$ cat src/rtl/nest_pkg.sv
package nest_pkg;
    localparam int unsigned DEF_LEVELS = 8;

    typedef enum logic {
        ST_EMPTY  = 1'b0,
        ST_NESTED = 1'b1
    } nest_state_e;

    typedef enum logic [1:0] {
        ACT_NONE = 2'd0,
        ACT_PUSH = 2'd1,
        ACT_POP  = 2'd2,
        ACT_SWAP = 2'd3
    } nest_act_e;
endpackage

$ cat src/rtl/nest_block_mask.sv
module nest_block_mask #(
    parameter int unsigned LEVELS = 8
) (
    input  logic [LEVELS-1:0] status,
    output logic [LEVELS-1:0] mask
);
    // Prefix OR from the most urgent level (bit 0) upward.
    assign mask[0] = status[0];
    for (genvar i = 1; i < LEVELS; i++) begin : g_prefix
        assign mask[i] = mask[i-1] | status[i];
    end

    // the mask never has a gap above its lowest set bit.
    always_comb begin
        for (int k = 1; k < LEVELS; k++) begin
            p_mask_monotone_r7: assert (!mask[k-1] || mask[k]);
        end
    end
endmodule

$ cat src/rtl/nest_lowest_pick.sv
module nest_lowest_pick #(
    parameter int unsigned LEVELS = 8
) (
    input  logic [LEVELS-1:0] status,
    input  logic [LEVELS-1:0] mask,
    output logic [LEVELS-1:0] pick
);
    // A bit is picked when it is set and no more urgent bit is set.
    assign pick[0] = status[0];
    for (genvar i = 1; i < LEVELS; i++) begin : g_pick
        assign pick[i] = status[i] & ~mask[i-1];
    end

    // the selected bit is unique and present whenever status is non-zero.
    always_comb begin
        p_pick_onehot_r4: assert ($onehot0(pick));
        p_pick_present_r4: assert ((status == '0) || (pick != '0));
    end
endmodule

$ cat src/rtl/nest_stack_ctrl.sv
module nest_stack_ctrl
    import nest_pkg::*;
#(
    parameter int unsigned LEVELS = 8,
    localparam int unsigned PRIO_W = (LEVELS > 1) ? $clog2(LEVELS) : 1
) (
    input  logic              clk,
    input  logic              rst_n,
    input  logic              nest_en,
    input  logic              vec_rd,
    input  logic [PRIO_W-1:0] vec_prio,
    input  logic              stat_wr,
    input  logic [LEVELS-1:0] retire_pick,
    output logic [LEVELS-1:0] status_q
);
    nest_state_e       state_q, state_d;
    nest_act_e         act;
    logic [LEVELS-1:0] enter_bit;
    logic [LEVELS-1:0] status_d;
    logic              do_enter;
    logic              do_retire;

    // One-hot decode of the level being entered.
    for (genvar i = 0; i < LEVELS; i++) begin : g_dec
        assign enter_bit[i] = (vec_prio == PRIO_W'(i));
    end

    assign do_enter  = nest_en & vec_rd;
    assign do_retire = stat_wr & (status_q != '0);

    always_comb begin
        unique case ({do_enter, do_retire})
            2'b10:   act = ACT_PUSH;
            2'b01:   act = ACT_POP;
            2'b11:   act = ACT_SWAP;
            default: act = ACT_NONE;
        endcase
    end

    // Next-state and next-status process: clear first, then set.
    always_comb begin
        status_d = status_q;
        state_d  = state_q;
        unique case (act)
            ACT_PUSH: status_d = status_q | enter_bit;
            ACT_POP:  status_d = status_q & ~retire_pick;
            ACT_SWAP: status_d = (status_q & ~retire_pick) | enter_bit;
            default:  status_d = status_q;
        endcase
        unique case (state_q)
            ST_EMPTY: begin
                // PUSH
                if (act == ACT_PUSH) state_d = ST_NESTED;
            end
            ST_NESTED: begin
                // RETIRE_LAST
                if (status_d == '0) state_d = ST_EMPTY;
            end
            default: state_d = ST_EMPTY;
        endcase
    end

    // State register process.
    always_ff @(posedge clk) begin
        if (!rst_n) begin
            state_q  <= ST_EMPTY;
            status_q <= '0;
        end else begin
            state_q  <= state_d;
            status_q <= status_d;
        end
    end

    p_state_tracks_r1: assert property (@(posedge clk) disable iff (!rst_n)
        (state_q == ST_EMPTY) == (status_q == '0));
    p_set_level_r2: assert property (@(posedge clk) disable iff (!rst_n)
        (nest_en && vec_rd) |=> status_q[$past(vec_prio)]);
    p_no_set_r3: assert property (@(posedge clk) disable iff (!rst_n)
        !(nest_en && vec_rd) |=> ((status_q & ~$past(status_q)) == '0));
    p_clear_one_r4: assert property (@(posedge clk) disable iff (!rst_n)
        (stat_wr && !(nest_en && vec_rd) && status_q != '0) |=>
        ($countones(status_q) + 1 == $countones($past(status_q))));
    p_empty_write_r5: assert property (@(posedge clk) disable iff (!rst_n)
        (stat_wr && !vec_rd && status_q == '0) |=> (status_q == '0));
    p_hold_r8: assert property (@(posedge clk) disable iff (!rst_n)
        (!vec_rd && !stat_wr) |=> $stable(status_q));
endmodule

$ cat src/rtl/nest_level_tracker.sv
module nest_level_tracker
    import nest_pkg::*;
#(
    parameter int unsigned LEVELS = DEF_LEVELS,
    localparam int unsigned PRIO_W = (LEVELS > 1) ? $clog2(LEVELS) : 1
) (
    input  logic              clk,
    input  logic              rst_n,
    input  logic              nest_en,
    input  logic              vec_rd,
    input  logic [PRIO_W-1:0] vec_prio,
    input  logic              stat_wr,
    output logic [LEVELS-1:0] status,
    output logic [LEVELS-1:0] block_mask
);
    logic [LEVELS-1:0] status_q;
    logic [LEVELS-1:0] mask_w;
    logic [LEVELS-1:0] pick_w;

    nest_stack_ctrl #(.LEVELS(LEVELS)) u_ctrl (
        .clk         (clk),
        .rst_n       (rst_n),
        .nest_en     (nest_en),
        .vec_rd      (vec_rd),
        .vec_prio    (vec_prio),
        .stat_wr     (stat_wr),
        .retire_pick (pick_w),
        .status_q    (status_q)
    );

    nest_block_mask #(.LEVELS(LEVELS)) u_mask (
        .status (status_q),
        .mask   (mask_w)
    );

    nest_lowest_pick #(.LEVELS(LEVELS)) u_pick (
        .status (status_q),
        .mask   (mask_w),
        .pick   (pick_w)
    );

    assign status     = status_q;
    assign block_mask = mask_w;

    // the most urgent in-service level is always blocked.
    p_lowest_blocked_r7: assert property (@(posedge clk) disable iff (!rst_n)
        ((block_mask & status) == status));
    // re-entering a level already in service changes nothing.
    p_reenter_r9: assert property (@(posedge clk) disable iff (!rst_n)
        (nest_en && vec_rd && !stat_wr && status[vec_prio]) |=> $stable(status));
endmodule

$ cat config.mk
export PLATFORM = sky130hd
export DESIGN_NAME = nest_level_tracker
export DESIGN_NICKNAME = d
export VERILOG_FILES = /design/src/rtl/nest_pkg.sv /design/src/rtl/nest_block_mask.sv /design/src/rtl/nest_lowest_pick.sv /design/src/rtl/nest_stack_ctrl.sv /design/src/rtl/nest_level_tracker.sv
export SDC_FILE = /design/constraint.sdc
export NUM_CORES = 1
export LEC_CHECK = 0
export ABC_CLOCK_PERIOD_IN_PS = 2020
export BUFFER_PORTS_ARGS = -buffer_cell sky130_fd_sc_hd__buf_2
export CORE_MARGIN = 10
export CORE_UTILIZATION = 35
export CTS_CLUSTER_DIAMETER = 30
export DETAILED_ROUTE_END_ITERATION = 8
export GPL_ROUTABILITY_DRIVEN = 0
export GPL_TIMING_DRIVEN = 0
export PLACE_DENSITY = 0.59
export SLEW_MARGIN = 20
export SYNTH_ARGS = -nofsm -noshare
export SYNTH_HDL_FRONTEND = slang
export SYNTH_HIERARCHICAL = 1
export SYNTH_SLANG_ARGS = --single-unit
export TNS_END_PERCENT = 5
$ cat constraint.sdc
create_clock -name clk -period 2.02 [get_ports clk]
set_clock_uncertainty 0.15 [all_clocks]
set_input_delay 0.606 -clock clk [delete_from_list [all_inputs] [get_ports clk]]
set_output_delay 0.606 -clock clk [all_outputs]
set_load 0.05 [all_outputs]
==> results by stage <==
Outcome:
- The flow ran to the end, but the final reports show violations.
- The final reports fail on setup timing.

Worst setup path:
- The critical setup path kind is register to output port.
- The signal on the critical path passes through nor4_4 -> buf_6 -> nand3b_1 -> buf_6.
- The arrival time of the worst setup path is 1.29 ns.
- The origin of the critical flop-to-flop path is u_ctrl/status_q[0]$_SDFFE_PN0P_.
- The worst reg2reg path depth is 6.
- STA classifies the critical path endpoint as an output port.
- The endpoint required time on the critical path is 1.26 ns.
- The largest stage delay on the critical path is 0.36 ns.
- The most repeated library cell on the critical path is sky130_fd_sc_hd__buf_6.
- The slowest stage of the critical path belongs to the cell sky130_fd_sc_hd__dfxtp_4.
- The element type at the critical path start is a register.
- The capture instance of the worst register-to-register path is u_ctrl/status_q[7]$_SDFFE_PN0P_.
- In this run the register-to-register setup slack is 0.48 ns.
- The highest net fanout along the worst path is 5.

Finish:
- The library cells used most frequently in the layout, excluding fill and tap cells, are sky130_fd_sc_hd__buf_2 (15), sky130_fd_sc_hd__buf_6 (9), sky130_fd_sc_hd__nor2b_4 (7).
- The final-stage net count is 88.
- The register with the most flip-flops is u_ctrl/status_q.
- Once layout is complete, the utilization of the core stands at 0.534.
- The repair_antennas step left the layout with diodes totalling 0.
- The register with the most flip-flops in the layout has 8 of them.
- Counting the fill cells in the layout gives 145.
- The largest registers in the layout are u_ctrl/status_q (8).
- In the final layout, the share of cells above drive strength 1 is 0.654.
- The library cell used most frequently in the layout, excluding fill and tap cells, is sky130_fd_sc_hd__buf_2.
- The area growth from synthesis to layout is 44.5%.

Timing:
- The count of endpoints failing hold in the final timing report is 0.
- For this run, the top clock speed supported by timing is 0.488 GHz.
- The final worst setup slack is -0.0287 ns.
- The total setup violations reported at the end of the flow is 3.
- On the final layout, the worst hold slack is 0.456 ns.
- The transition time of the tightest slew-check pin is 0.300 ns.
- The worst slew margin relative to its limit is 0.798.
- After layout, the minimum clock period comes to 2.05 ns.
- The final-report max-slew violation count came to 0.
- The final clock period utilization by the worst path is 1.01.
- Setup repair after global routing could not meet its margin everywhere.

Power and ir drop:
- Power spread over the standard cell area amounts to 565 mW/mm².
- The share of power burned in the clock network is 0.261.
- Summed over all cells, the static leakage comes to 0.369 nW.
- The share of total power dissipated in sequential elements is 0.369.
- The internal power contribution is 0.000290 W.
- The combinational cell fraction of total power is 0.370.
- Of the total power, the share spent switching nets is 0.355.
- Summed over all nets, the switching power comes to 0.000160 W.
- Across the VDD grid, the largest voltage drop is 313 µV.

Floorplan:
- The initial utilization of the core area, before any placement, comes to 0.370.
- The floorplan step set the die width to 59.7 µm.
- The row count is 14.
- The height of the die is 59.7 µm.
- The die area is 0.00356 mm².
- The count of pins on the block boundary is 24.
- The placeable core area is 0.00149 mm².

Logic synthesis:
- Synthesis produced a netlist with a net count of 58.
- By area the synthesized netlist is led by sky130_fd_sc_hd__dfxtp_1 (29%), sky130_fd_sc_hd__nor2b_4 (18%), sky130_fd_sc_hd__o2bb2ai_1 (8.0%), sky130_fd_sc_hd__a21boi_0 (6.8%), sky130_fd_sc_hd__a21boi_1 (4.1%).
- The cell taking the most area after synthesis is sky130_fd_sc_hd__dfxtp_1.
- Synthesis produced a netlist whose cell count is 50.
- Of the post-synthesis cell area, the dominant cell type holds 0.291.
- For this run, the number of Yosys warnings is 6.
- The average size of a mapped cell is 11.0 µm².
- Synthesis inferred 8 register bits.
- Of the synthesized area, sequential elements account for 0.291.
- The number of distinct library cells after synthesis is 22.
- Summing every instance area after synthesis gives 551 µm².

GRT:
- The total global routing overflow is 0.
- The wire length of the first global-routing pass is 2170 µm.
- The via count of the first global-routing pass is 498.
- Across every metal layer, demand over resource in global routing totals 0.0806.
- The pin count of the biggest net entering global routing is 11.
- The initial antenna violation count is 0.

Clocking:
- The maximum number of buffers from clock root to sink is 2.
- The clock-pin transition on the worst setup and hold timing paths is 0.05 ns.
- Hold repair after CTS inserted 0 buffers.
- The number of buffers created by CTS is 3.
- The clock tree from TritonCTS is built.
- The H-tree depth is 1.
- Clock latency on the worst-skew pair, taken at its later pin, is 0.25 ns.
- The count of clock tree sinks is 8.
- The buffer type at the clock tree root is sky130_fd_sc_hd__clkbuf_4.

Drt:
- The routed layout has 478 vias.
- The number of remaining DRC errors is 0.
- The via density per instance is 5.09.
- The detailed router's first-iteration violation count is 10.
- After detailed routing, the total wire length is 1390 µm.
- The number of search-and-repair iterations in the first detailed-routing pass is 4.
- The routed length per placed instance is 14.8 µm.
- The detail route stage leaves a number of antenna-violating nets equal to 0.

Hold path:
- Counting instances, the worst hold path has a depth of 2.
- The endpoint of the worst hold path is u_ctrl/status_q[6]$_SDFFE_PN0P_.
- In this run the worst hold path is classified as register to register.
- The hold path startpoint is u_ctrl/status_q[6]$_SDFFE_PN0P_.

Placement:
- Once detailed placement completed, the half-perimeter wirelength came to 1050 µm.
- During placement, the flow inserted port buffers numbering 22.
- The setup slack at placement is 0.120 ns.

Flow run:
- The max-cap check violation count is 0.
[synthesized netlist by cell type (all sizes together)]
cell type and count:
dfxtp 8, nand2 3, or3 1, nand3b 1, nor3 1, nand4bb 1, nor2b 7, nand4b 2
nand2b 2, nand4 1, inv 1, or2 1, nor2 1, buf 3, o2bb2ai 5, a2bb2o 3
nor4 1, a21boi 8
[routing by layer]
layer  routed length [µm]  track usage
met1                  599       0.0842
met2                  657        0.122
met3                  133       0.0466
met4                    0       0.0481
met5                    0            0
[layout make-up]
| cell class | instances | area (µm²) | area share |
|---|---|---|---|
| clock buffer | 3 | 22.5 | 0.0283 |
| timing repair buffer | 25 | 180 | 0.226 |
| sequential | 8 | 166 | 0.209 |
| inverter | 1 | 3.75 | 0.00472 |
| multi-input combinational | 38 | 377 | 0.473 |
| tap | 16 | 20.0 | 0.0252 |
| buffer | 3 | 26.3 | 0.0330 |
[critical path: cells and delay by family (launching register included)]
| kind | cells | cell delay (ns) |
|---|---|---|
| buffers and inverters | 2 | 0.33 |
| DFF | 1 | 0.36 |
| and+or+nand+nor | 2 | 0.35 |
[cell families after synthesis]
| logic type | after synthesis | synth area share |
|---|---|---|
| DFF | 8 | 0.291 |
| AOI/OAI and AO/OA | 16 | 0.266 |
| buffers and inverters | 4 | 0.0545 |
| and+or+nand+nor | 22 | 0.389 |
[power by group through the flow]
| stage | Sequential, W | Combinational [W] | Clock, W |
|---|---|---|---|
| final | 0.000166 | 0.000166 | 0.000118 |
| after global routing | 0.000166 | 0.000174 | 0.000140 |
| after CTS | 0.000166 | 0.000165 | 0.000123 |
| after detailed placement | 0.000170 | 0.000138 | 0 |
| after global placement | 0.000170 | 0.000137 | 0 |
| after floorplan | 0.000182 | 0.0000921 | 0 |
[worst max-delay path by stage]
stage / slack, ns / startpoint / endpoint / cells after the start
finish: -0.03 / u_ctrl/status_q[0]$_SDFFE_PN0P_ / block_mask[7] / 4
global route: -0.13 / u_ctrl/status_q[3]$_SDFFE_PN0P_ / block_mask[7] / 4
global placement: 0.11 / u_ctrl/status_q[1]$_SDFFE_PN0P_ / block_mask[6] / 3
detailed placement: 0.12 / u_ctrl/status_q[1]$_SDFFE_PN0P_ / block_mask[5] / 3
floorplan: 0.02 / u_ctrl/status_q[4]$_SDFFE_PN0P_ / block_mask[7] / 2
CTS: -0.05 / u_ctrl/status_q[3]$_SDFFE_PN0P_ / block_mask[7] / 4
[repair_timing]
item	CTS	global route
setup buffers	3	0
gates resized for setup	18	2
endpoints found under the setup margin	6	6
pin swaps	1	0
[per-stage QoR]
| stage | std cells | setup TNS [ns] | total power [W] | instance area (µm²) |
|---|---|---|---|---|
| after floorplan | 50 | 0 | 0.000274 | 554 |
| after global placement | 88 | 0 | 0.000307 | 684 |
| after detailed placement | 88 | 0 | 0.000308 | 684 |
| after CTS | 94 | -0.106 | 0.000453 | 788 |
| after global routing | 94 | -0.507 | 0.000480 | 796 |
| final | 94 | -0.0378 | 0.000450 | 796 |
No activity file was read; power rests on OpenSTA's default activity.
